**config.mk**
```make
export PLATFORM = sky130hd
export DESIGN_NAME = pgt_gate_timer
export DESIGN_NICKNAME = d
export VERILOG_FILES = /design/src/rtl/pgt_pkg.sv /design/src/rtl/pgt_done_sync.sv /design/src/rtl/pgt_interval_cnt.sv /design/src/rtl/pgt_drive_fsm.sv /design/src/rtl/pgt_gate_timer.sv
export SDC_FILE = /design/constraint.sdc
export NUM_CORES = 1
export LEC_CHECK = 0
export BUFFER_PORTS_ARGS = -buffer_cell sky130_fd_sc_hd__buf_4
export CAP_MARGIN = 20
export CORE_ASPECT_RATIO = 1.1
export CORE_MARGIN = 1
export CORE_UTILIZATION = 65
export CTS_BUF_LIST = sky130_fd_sc_hd__clkbuf_8
export DETAILED_ROUTE_END_ITERATION = 7
export PLACE_DENSITY = 0.86
export SYNTH_ARGS = -nofsm -noshare
export SYNTH_HDL_FRONTEND = slang
export SYNTH_SLANG_ARGS = --single-unit
```
**constraint.sdc**
```tcl
create_clock -name clk_i -period 5.8 [get_ports clk_i]
set_input_delay 0.87 -clock clk_i [delete_from_list [all_inputs] [get_ports clk_i]]
set_output_delay 0.87 -clock clk_i [all_outputs]
set_load 0.02 [all_outputs]
```
**src/rtl/pgt_pkg.sv**
```systemverilog
package pgt_pkg;
  typedef enum logic [2:0] {
    ST_CFG,
    ST_ON,
    ST_OFF,
    ST_STOP,
    ST_MAN
  } pgt_state_e;
endpackage

```
**src/rtl/pgt_done_sync.sv**
```systemverilog
module pgt_done_sync (
  input  logic clk_i,
  input  logic rst_ni,
  input  logic async_i,
  output logic rise_o
);
  logic [2:0] sr_q;

  always_ff @(posedge clk_i or negedge rst_ni) begin
    if (!rst_ni) sr_q <= '0;
    else         sr_q <= {sr_q[1:0], async_i};
  end

  // sr_q[1] is the second synchroniser stage, sr_q[2] its delayed copy
  assign rise_o = sr_q[1] & ~sr_q[2];
endmodule

```
**src/rtl/pgt_interval_cnt.sv**
```systemverilog
module pgt_interval_cnt #(
  parameter int CNT_W       = 16,
  parameter int GUARD_TICKS = 50
) (
  input  logic             clk_i,
  input  logic             rst_ni,
  input  logic             tick_i,
  input  logic             run_i,
  input  logic             clr_i,
  input  logic [CNT_W-1:0] interval_i,
  output logic             guard_o,
  output logic             wrap_o
);
  localparam logic [CNT_W-1:0] GUARD_C = CNT_W'(GUARD_TICKS);
  localparam logic [CNT_W-1:0] ONE_C   = CNT_W'(1);

  logic [CNT_W-1:0] cnt_q;
  logic [CNT_W-1:0] last_c;
  logic [CNT_W-1:0] guard_start_c;

  assign last_c        = interval_i - ONE_C;
  assign guard_start_c = interval_i - GUARD_C;
  assign wrap_o        = run_i & tick_i & (cnt_q >= last_c);
  assign guard_o       = run_i & (cnt_q >= guard_start_c);

  always_ff @(posedge clk_i or negedge rst_ni) begin
    if (!rst_ni)               cnt_q <= '0;
    else if (clr_i)            cnt_q <= '0;
    else if (run_i && tick_i)  cnt_q <= (cnt_q >= last_c) ? '0 : cnt_q + ONE_C;
  end

  // count never leaves the programmed interval while running
  p_cnt_range_r2: assert property (@(posedge clk_i) disable iff (!rst_ni)
    (run_i && !clr_i) |-> (cnt_q < interval_i));
endmodule

```
**src/rtl/pgt_drive_fsm.sv**
```systemverilog
module pgt_drive_fsm
  import pgt_pkg::*;
(
  input  logic clk_i,
  input  logic rst_ni,
  input  logic cfg_busy_i,
  input  logic periodic_i,
  input  logic guard_i,
  input  logic wrap_i,
  input  logic done_rise_i,
  input  logic man_i,
  input  logic man_rise_i,
  output logic run_o,
  output logic clr_o,
  output logic drv_no,
  output logic restart_o
);
  pgt_state_e st_q, st_d;
  logic start;
  logic taken_q;
  logic done_ev;
  logic drv_q;
  logic restart_q;

  // first DONE edge of the interval, never while manual is held
  assign done_ev = done_rise_i & ~man_i & ~taken_q;

  always_comb begin
    st_d  = st_q;
    start = 1'b0;
    unique case (st_q)
      ST_CFG: if (!cfg_busy_i) begin st_d = ST_ON; start = 1'b1; end
      ST_ON:  if (done_ev || guard_i) st_d = ST_OFF;
      ST_OFF: begin
        if (man_rise_i) st_d = ST_MAN;
        else if (wrap_i) begin
          if (periodic_i) begin st_d = ST_ON; start = 1'b1; end
          else            st_d = ST_STOP;
        end
      end
      ST_STOP: if (man_rise_i) st_d = ST_MAN;
      ST_MAN:  if (!man_i) begin st_d = ST_ON; start = 1'b1; end
      default: st_d = ST_CFG;
    endcase
  end

  assign run_o = (st_q == ST_ON) || (st_q == ST_OFF);
  assign clr_o = start | ~run_o;

  always_ff @(posedge clk_i or negedge rst_ni) begin
    if (!rst_ni) begin
      st_q      <= ST_CFG;
      taken_q   <= 1'b0;
      drv_q     <= 1'b1;
      restart_q <= 1'b0;
    end else begin
      st_q      <= st_d;
      drv_q     <= ~((st_d == ST_ON) || (st_d == ST_MAN));
      restart_q <= start;
      if (start)                                 taken_q <= 1'b0;
      else if (done_rise_i && !man_i && run_o)   taken_q <= 1'b1;
    end
  end

  assign drv_no    = drv_q;
  assign restart_o = restart_q;

  // drive held off during configuration
  p_cfg_hold_r1: assert property (@(posedge clk_i) disable iff (!rst_ni)
    (st_q == ST_CFG && cfg_busy_i) |=> (drv_no && !restart_o));
  // guard window forces the switch off
  p_guard_off_r3: assert property (@(posedge clk_i) disable iff (!rst_ni)
    (st_q == ST_ON && guard_i) |=> drv_no);
  // accepted DONE ends the pulse
  p_done_off_r4: assert property (@(posedge clk_i) disable iff (!rst_ni)
    (st_q == ST_ON && done_ev) |=> drv_no);
  // single-shot wrap issues no new pulse
  p_oneshot_r5: assert property (@(posedge clk_i) disable iff (!rst_ni)
    (st_q == ST_OFF && wrap_i && !periodic_i && !man_rise_i) |=> (drv_no && !restart_o));
  // trigger during low pulse changes nothing
  p_man_ignore_r6: assert property (@(posedge clk_i) disable iff (!rst_ni)
    (st_q == ST_ON && man_rise_i && !guard_i && !done_ev) |=> !drv_no);
  // held trigger keeps drive low
  p_man_hold_r7: assert property (@(posedge clk_i) disable iff (!rst_ni)
    (st_q == ST_MAN && man_i) |=> (!drv_no && !restart_o));
  // restart pulse only with drive low
  p_restart_low_r8: assert property (@(posedge clk_i) disable iff (!rst_ni)
    restart_o |-> !drv_no);
endmodule

```
**src/rtl/pgt_gate_timer.sv**
```systemverilog
module pgt_gate_timer #(
  parameter int CNT_W       = 16,
  parameter int GUARD_TICKS = 50
) (
  input  logic             clk_i,
  input  logic             rst_ni,
  input  logic             tick_i,
  input  logic             cfg_busy_i,
  input  logic             periodic_i,
  input  logic [CNT_W-1:0] interval_i,
  input  logic             done_i,
  input  logic             man_i,
  output logic             drv_no,
  output logic             restart_o
);
  logic done_rise;
  logic man_q;
  logic man_rise;
  logic run;
  logic clr;
  logic guard;
  logic wrap;

  always_ff @(posedge clk_i or negedge rst_ni) begin
    if (!rst_ni) man_q <= 1'b0;
    else         man_q <= man_i;
  end
  assign man_rise = man_i & ~man_q;

  pgt_done_sync u_done_sync (
    .clk_i   (clk_i),
    .rst_ni  (rst_ni),
    .async_i (done_i),
    .rise_o  (done_rise)
  );

  pgt_interval_cnt #(
    .CNT_W       (CNT_W),
    .GUARD_TICKS (GUARD_TICKS)
  ) u_cnt (
    .clk_i      (clk_i),
    .rst_ni     (rst_ni),
    .tick_i     (tick_i),
    .run_i      (run),
    .clr_i      (clr),
    .interval_i (interval_i),
    .guard_o    (guard),
    .wrap_o     (wrap)
  );

  pgt_drive_fsm u_fsm (
    .clk_i       (clk_i),
    .rst_ni      (rst_ni),
    .cfg_busy_i  (cfg_busy_i),
    .periodic_i  (periodic_i),
    .guard_i     (guard),
    .wrap_i      (wrap),
    .done_rise_i (done_rise),
    .man_i       (man_i),
    .man_rise_i  (man_rise),
    .run_o       (run),
    .clr_o       (clr),
    .drv_no      (drv_no),
    .restart_o   (restart_o)
  );
endmodule

```
# --- After elaboration in Yosys (flattened, before gate mapping) ---
# Cells that the tools add are included.
totals:
  ff_bits: 26
  out_inout_bits: 2
  wordCells: 61
  in_bits: 23
classes:
  n_reduce_logical: 10
  add_sub_neg: 3
  muxes: 19
  bitwise_logic: 14
  order_cmp: 2
  n_eq_ne: 6
ops:
  columns: ["op", "count"]
  rows:
  - ["16-bit 2-to-1 mux", 3]
  - ["16-bit greater-or-equal comparator", 2]
  - ["3-bit 2-to-1 mux", 6]
  - ["16-bit by 1-bit adder with 16-bit output (second input constant)", 1]
  - ["16-bit by 1-bit subtractor with 16-bit output (second input constant)", 1]
  - ["16-bit by 6-bit subtractor with 16-bit output (second input constant)", 1]
  - ["3-bit one-hot mux with 5 select lines", 1]
  - ["1-bit AND", 7]
  - ["1-bit 2-to-1 mux", 7]
  - ["3-bit by 1-bit equality test with 1-bit output (second input constant)", 2]
  - ["3-bit by 2-bit equality test with 1-bit output (second input constant)", 2]
  - ["3-bit equality test (second input constant)", 2]
  - ["1-bit inverter", 6]
  - ["2-bit nonzero test", 2]
  - ["1-bit logical AND", 3]
  - ["3-bit zero test", 1]
  - ["1-bit logical OR", 3]
  - ["1-bit one-hot mux with 3 select lines", 1]
  - ["2-bit 2-to-1 mux", 1]
  - ["1-bit zero test", 1]
  - ["1-bit bitwise OR", 1]

# --- Depth between registers and ports, before layout ---
logic_depth:
  depth_word: 10
  ltp_mapped: 15
  mapped_depth_nobuf: 13

# --- By module ---
# Synthesis repeated with hierarchy kept, for this count alone.
unflattened:
  cells_unflattened: 289
  area_unflattened_um2: 2516.2
modules_own_cells:
  columns: ["mod", "instances", "cells_each", "area_per_inst_um2", "seq_area_each_um2"]
  rows:
  - ["pgt_interval_cnt", 1, 251, 2067.0, 400.4]
  - ["pgt_drive_fsm", 1, 32, 321.6, 151.4]
  - ["pgt_done_sync", 1, 4, 88.8, 75.1]
  - ["pgt_gate_timer", 1, 2, 38.8, 25.0]

# --- Worst setup path before layout ---
# OpenSTA, ideal clock, no wires.
synth_path:
  path_kind: "in2reg"
  start: "in interval_i[7]"
  end: "reg u_fsm.drv_q (netlist: u_fsm.drv_no)"
  setup_time_ns: 0.082
  required_ns: 5.718
  stages: 14
  arrival_time_ns: 3.840
  slack_ns: 1.878
  n_path_buf: 1
  cell_sequence: "or3_1 or3_1 clkbuf_1 nor4_2 nand2b_1 nor2_1 xnor2_1 ha_1 nand4_1 nor3_2 a32oi_4 and3_1 o21a_1 a211o_1"
synth_via:
  elab_chain_len: 9
  word_cells_on_any_way: 15
  cone_classes: "add/sub: 2; order compare: 2; eq/ne: 2; mux: 4; bitwise: 3; reduce/logical: 2"
synth_lines:
  columns: ["element", "line_no", "rtl"]
  rows:
  - ["from (decl)", "pgt_gate_timer.sv:10", "input logic [CNT_W-1:0] interval_i,"]
  - ["16-bit by 1-bit subtractor with 16-bit output / 16-bit by 6-bit subtractor with 16-bit output (equally long branches)", "pgt_interval_cnt.sv:21, pgt_interval_cnt.sv:22", null]
  - ["16-bit greater-or-equal comparator (on tied branches)", "pgt_interval_cnt.sv:23, pgt_interval_cnt.sv:24", null]
  - ["1-bit AND (on tied branches)", "pgt_interval_cnt.sv:23, pgt_interval_cnt.sv:24", null]
  - ["3-bit 2-to-1 mux / 1-bit logical OR (equally long branches)", "pgt_drive_fsm.sv:36, pgt_drive_fsm.sv:33", null]
  - ["3-bit 2-to-1 mux (on tied branches)", "pgt_drive_fsm.sv:35, pgt_drive_fsm.sv:33", null]
  - ["3-bit one-hot mux with 5 select lines (*)", "pgt_drive_fsm.sv:31", "unique case (st_q)"]
  - ["3-bit by 1-bit equality test with 1-bit output / 3-bit equality test (equally long branches)", "pgt_drive_fsm.sv:58", "drv_q <= ~((st_d == ST_ON) || (st_d == ST_MAN));"]
  - ["1-bit logical OR (*)", "pgt_drive_fsm.sv:58", null]
  - ["1-bit inverter (*)", "pgt_drive_fsm.sv:58", null]
  - ["to (signal assigned)", "pgt_drive_fsm.sv:58", null]
  - ["to (decl)", "pgt_drive_fsm.sv:22", "logic drv_q;"]
# Every way passes the cells marked *; elsewhere a longest branch is shown, timed or not.
# A chain may end at the register's enable or synchronous reset.

# --- Final worst setup path ---
# Same ends and word-level chain as after synthesis.

==> impl_metrics.toml <==
[outcome]
status = "finished clean"

[setup_path]
critical_path_class = "in -> reg"
crit_cells = 14
reg2reg_slack_ns = 3.10
critPathBufInv = 1
r2r_cells = 8
critPathTopFamily = "simple AND/OR/NAND/NOR gates"
end_kind = "flop"
crit_arrival_ns = 4.30
slowest_stage = "or3_1"
crit_path_end = "u_fsm.drv_no"
startpoint_type = "input pin"
cpMostUsedCell = "or3_1"
reg2reg_to = "u_cnt.cnt_q[12]"
r2r_start = "u_cnt.cnt_q[0]"
crit_required_ns = 6.01
crit_path_start = "interval_i[7]"
max_stage_delay_ns = 0.43
worstPathCellList = "buf_4 -> or3_1 -> or3_1 -> nor4_2 -> nand2b_1 -> nor2_1 -> xnor2_1 -> ha_1 -> nand4_1 -> nor3_2 -> a32oi_4 -> and3_1 -> o21a_1 -> a211o_1"
cp_max_fo = 13

[placed_design]
placed_area_um2 = 2770
place_inst = 363
place.port_buffers = 24
hpwl_um = 4370
gp_congestion = 0.788

[die]
fp.dieH_um = 67.8
die_x_um = 61.8
rows = 23
core-area_um2 = 3710
fp.dieArea_um2 = 4190
io_pins = 25
start_util_pct = 68.9

[power]
share_comb_of_total_power_pct = 38.2
leakagePower_uw = 0.00122
irDropWorstVdd_v = 0.000114
seqPwrFrac_pct = 43.8
p_int_uw = 358
swShare_pct = 38.7
powerDensity_nw_per_um2 = 208
power_switching_uw = 226
power.share.clock_pct = 18.0

[logic_synthesis]
async_flop_share_pct = 100
synth.distinct_cells = 50
synth.net_count = 356
yosysWarnings = 0
synth_area_um2 = 2560
syn_area_per_cell_um2 = 8.58
synth_area_leaders = "dfrtp_1 (24%), ha_1 (17%), xnor2_1 (5.1%)"
dominantRegCellSynth = "dfrtp_1"
synth-edff-count = 0
ys_seq_area_share_pct = 25.5
synth_seq_cells = 26
synth_cells = 298
synth_top_area_share_pct = 24.5
synth_top_area_cell = "dfrtp_1"

[drt]
wl_um = 5470
first_pass_iters = 5
first_iter_violations = 162
wl_per_cell_um = 14.9
drc = 0
antenna_left = 0
via_per_inst = 6.13
via_count = 2251

[min_path]
hp-class = "reg -> reg"
whs_path_depth = 0

[clock_tree]
insertion_delay_ns = 0.28
postCtsSetupRepairBufs = 0
htreeDepth = 1
cts_buffers = 3
clkTransAtPathRegs_ns = 0.09
cts.sinks = 26
clock-root-buffer = "clkbuf_8"
cts_tree = "yes"
clockBufferDepth = 2
ctsResizeCount = 0
holdBufCountCts = 0

[finish]
drive_gt1_share_pct = 11.4
nets = 376
final_area_um2 = 2810
syn2layout_area_growth_pct = 9.99
n_antenna_cell = 0
instances_no_fill = 367

[grt]
overflow = 0
grt_pass1_vias = 2165
grt_pass1_wl_um = 9190
antenna_found_initial = 0
grt_start_max_net_pins = 29
grt_usage_pct = 29.5

[sta]
relSlewSlack_pct = 48.2
finalCritPeriodShare_pct = 70.6
tightest_slew_ns = 0.757
fin_worst_skew_ns = 0.00387
drv_slew = 0
setup_tns_ns = 0
setup_viol = 0
hold_viol = 0
max_freq_mhz = 244
period_needed_ns = 4.09
rsz0062_at_grt = "false"

[job]
maxCapViolations = 0
[cell usage in the layout (no fill, tap or decap), drive strengths merged, types with 4 or more instances in the layout]
master	n
or3	7
a21oi	20
buf	25
nand4	9
ha	35
nor3	9
nor2	20
a31oi	7
dfrtp	25
nor4	6
inv	8
xnor2	15
o21ai	12
and3	4
nand2b	17
nor3b	4
nand3	14
nand2	23
xor2	13
[cells in the mapped netlist (2+ instances only)]
cell type and instances:
o21ai_0 5, a31oi_1 7, nor2_1 20, a21boi_0 2, o22a_1 2, xor2_1 13, ha_1 35, buf_2 2
nand3_1 14, and4b_1 2, nand3b_1 2, nor4b_1 3, a21oi_1 19, nor2b_1 3, o21ai_1 7, or3_1 7
xnor2_1 15, inv_1 7, nor3b_1 4, a2111oi_0 3, and2_1 2, o21a_1 3, dfrtp_1 25, nand2b_1 17
a21o_1 2, nand4_1 8, nor4_1 5, nand2_1 23, clkbuf_1 8, nor3_1 8, a211oi_1 3, and3_1 4
[final cells by class]
type	instances	area (um2)
multi-input combinational	255	1840
sequential	26	652
inverter	7	26.3
clock inverter	1	3.75
tap	50	62.6
clock buffer	3	41.3
fill	284	901
timing repair buffer	25	188
[sequential cells by signal, indices dropped and copies added, names as in the netlist]
register,cells
man_q,1
u_cnt.cnt_q,16
u_done_sync.sr_q,3
u_fsm.drv_no,1
u_fsm.restart_o,1
u_fsm.st_q,3
u_fsm.taken_q,1
[cells by family (layout without fill, tap and decap cells)]
family	Yosys count	in the layout	synth area share, %
buffers and inverters	17	36	2.59
and+or+nand+nor	129	129	28.5
xor gates and xnor gates	28	28	9.59
AOI/OAI and AO/OA	63	63	16.6
adders and majority gates	35	35	17.1
DFF	26	26	25.5
[routing by layer]
layer / GRT usage [%] / wire length (um) / vias to the layer above / part of all wire (%)
li1: - / - / 1136 / -
met1: 35.1 / 2410 / 1051 / 44
met2: 53.2 / 2780 / 51 / 51
met3: 2.30 / 161 / 13 / 2.9
met4: 12.5 / 127 / 0 / 2.3
met5: 0 / 0 / - / 0
[power groups by stage]
stage	Combinational, uW	Clock, uW	Sequential (uW)
2_1_floorplan	161	0	246
3_3_place_gp	211	0	256
3_5_place_dp	221	0	260
4_1_cts	223	105	255
5_1_grt	253	114	262
6_report	223	105	256
[worst reg2reg max path, cell delays in order, from the launching register on]
cell and delay (ns):
dfrtp_1 0.42, inv_1 0.10, ha_1 0.28, nand2b_1 0.15, a2111o_1 0.49, a32oi_4 0.34, and3_1 0.50, o21ai_1 0.17
a21oi_1 0.18
[stage by stage]
step                hold slack [ns]  utilization (%)  setup WS (ns)  power [uW]
floorplan                     0.331                -           1.88         406
global placement              0.331             74.5           1.52         467
detailed placement            0.336             74.5           1.41         481
CTS                           0.356             75.7           1.70         584
global route                  0.373             75.7           1.47         629
finish                        0.355             75.7           1.71         584
[worst min-delay path by stage]
stage	start	end	slack, ns
after global placement	u_done_sync.sr_q[0]	u_done_sync.sr_q[1]	0.33
after detailed placement	u_done_sync.sr_q[0]	u_done_sync.sr_q[1]	0.34
final	u_done_sync.sr_q[0]	u_done_sync.sr_q[1]	0.36
after floorplan	u_done_sync.sr_q[0]	u_done_sync.sr_q[1]	0.33
after global routing	u_done_sync.sr_q[0]	u_done_sync.sr_q[1]	0.37
after CTS	u_done_sync.sr_q[0]	u_done_sync.sr_q[1]	0.36
Power figures use the tool's default switching activity.
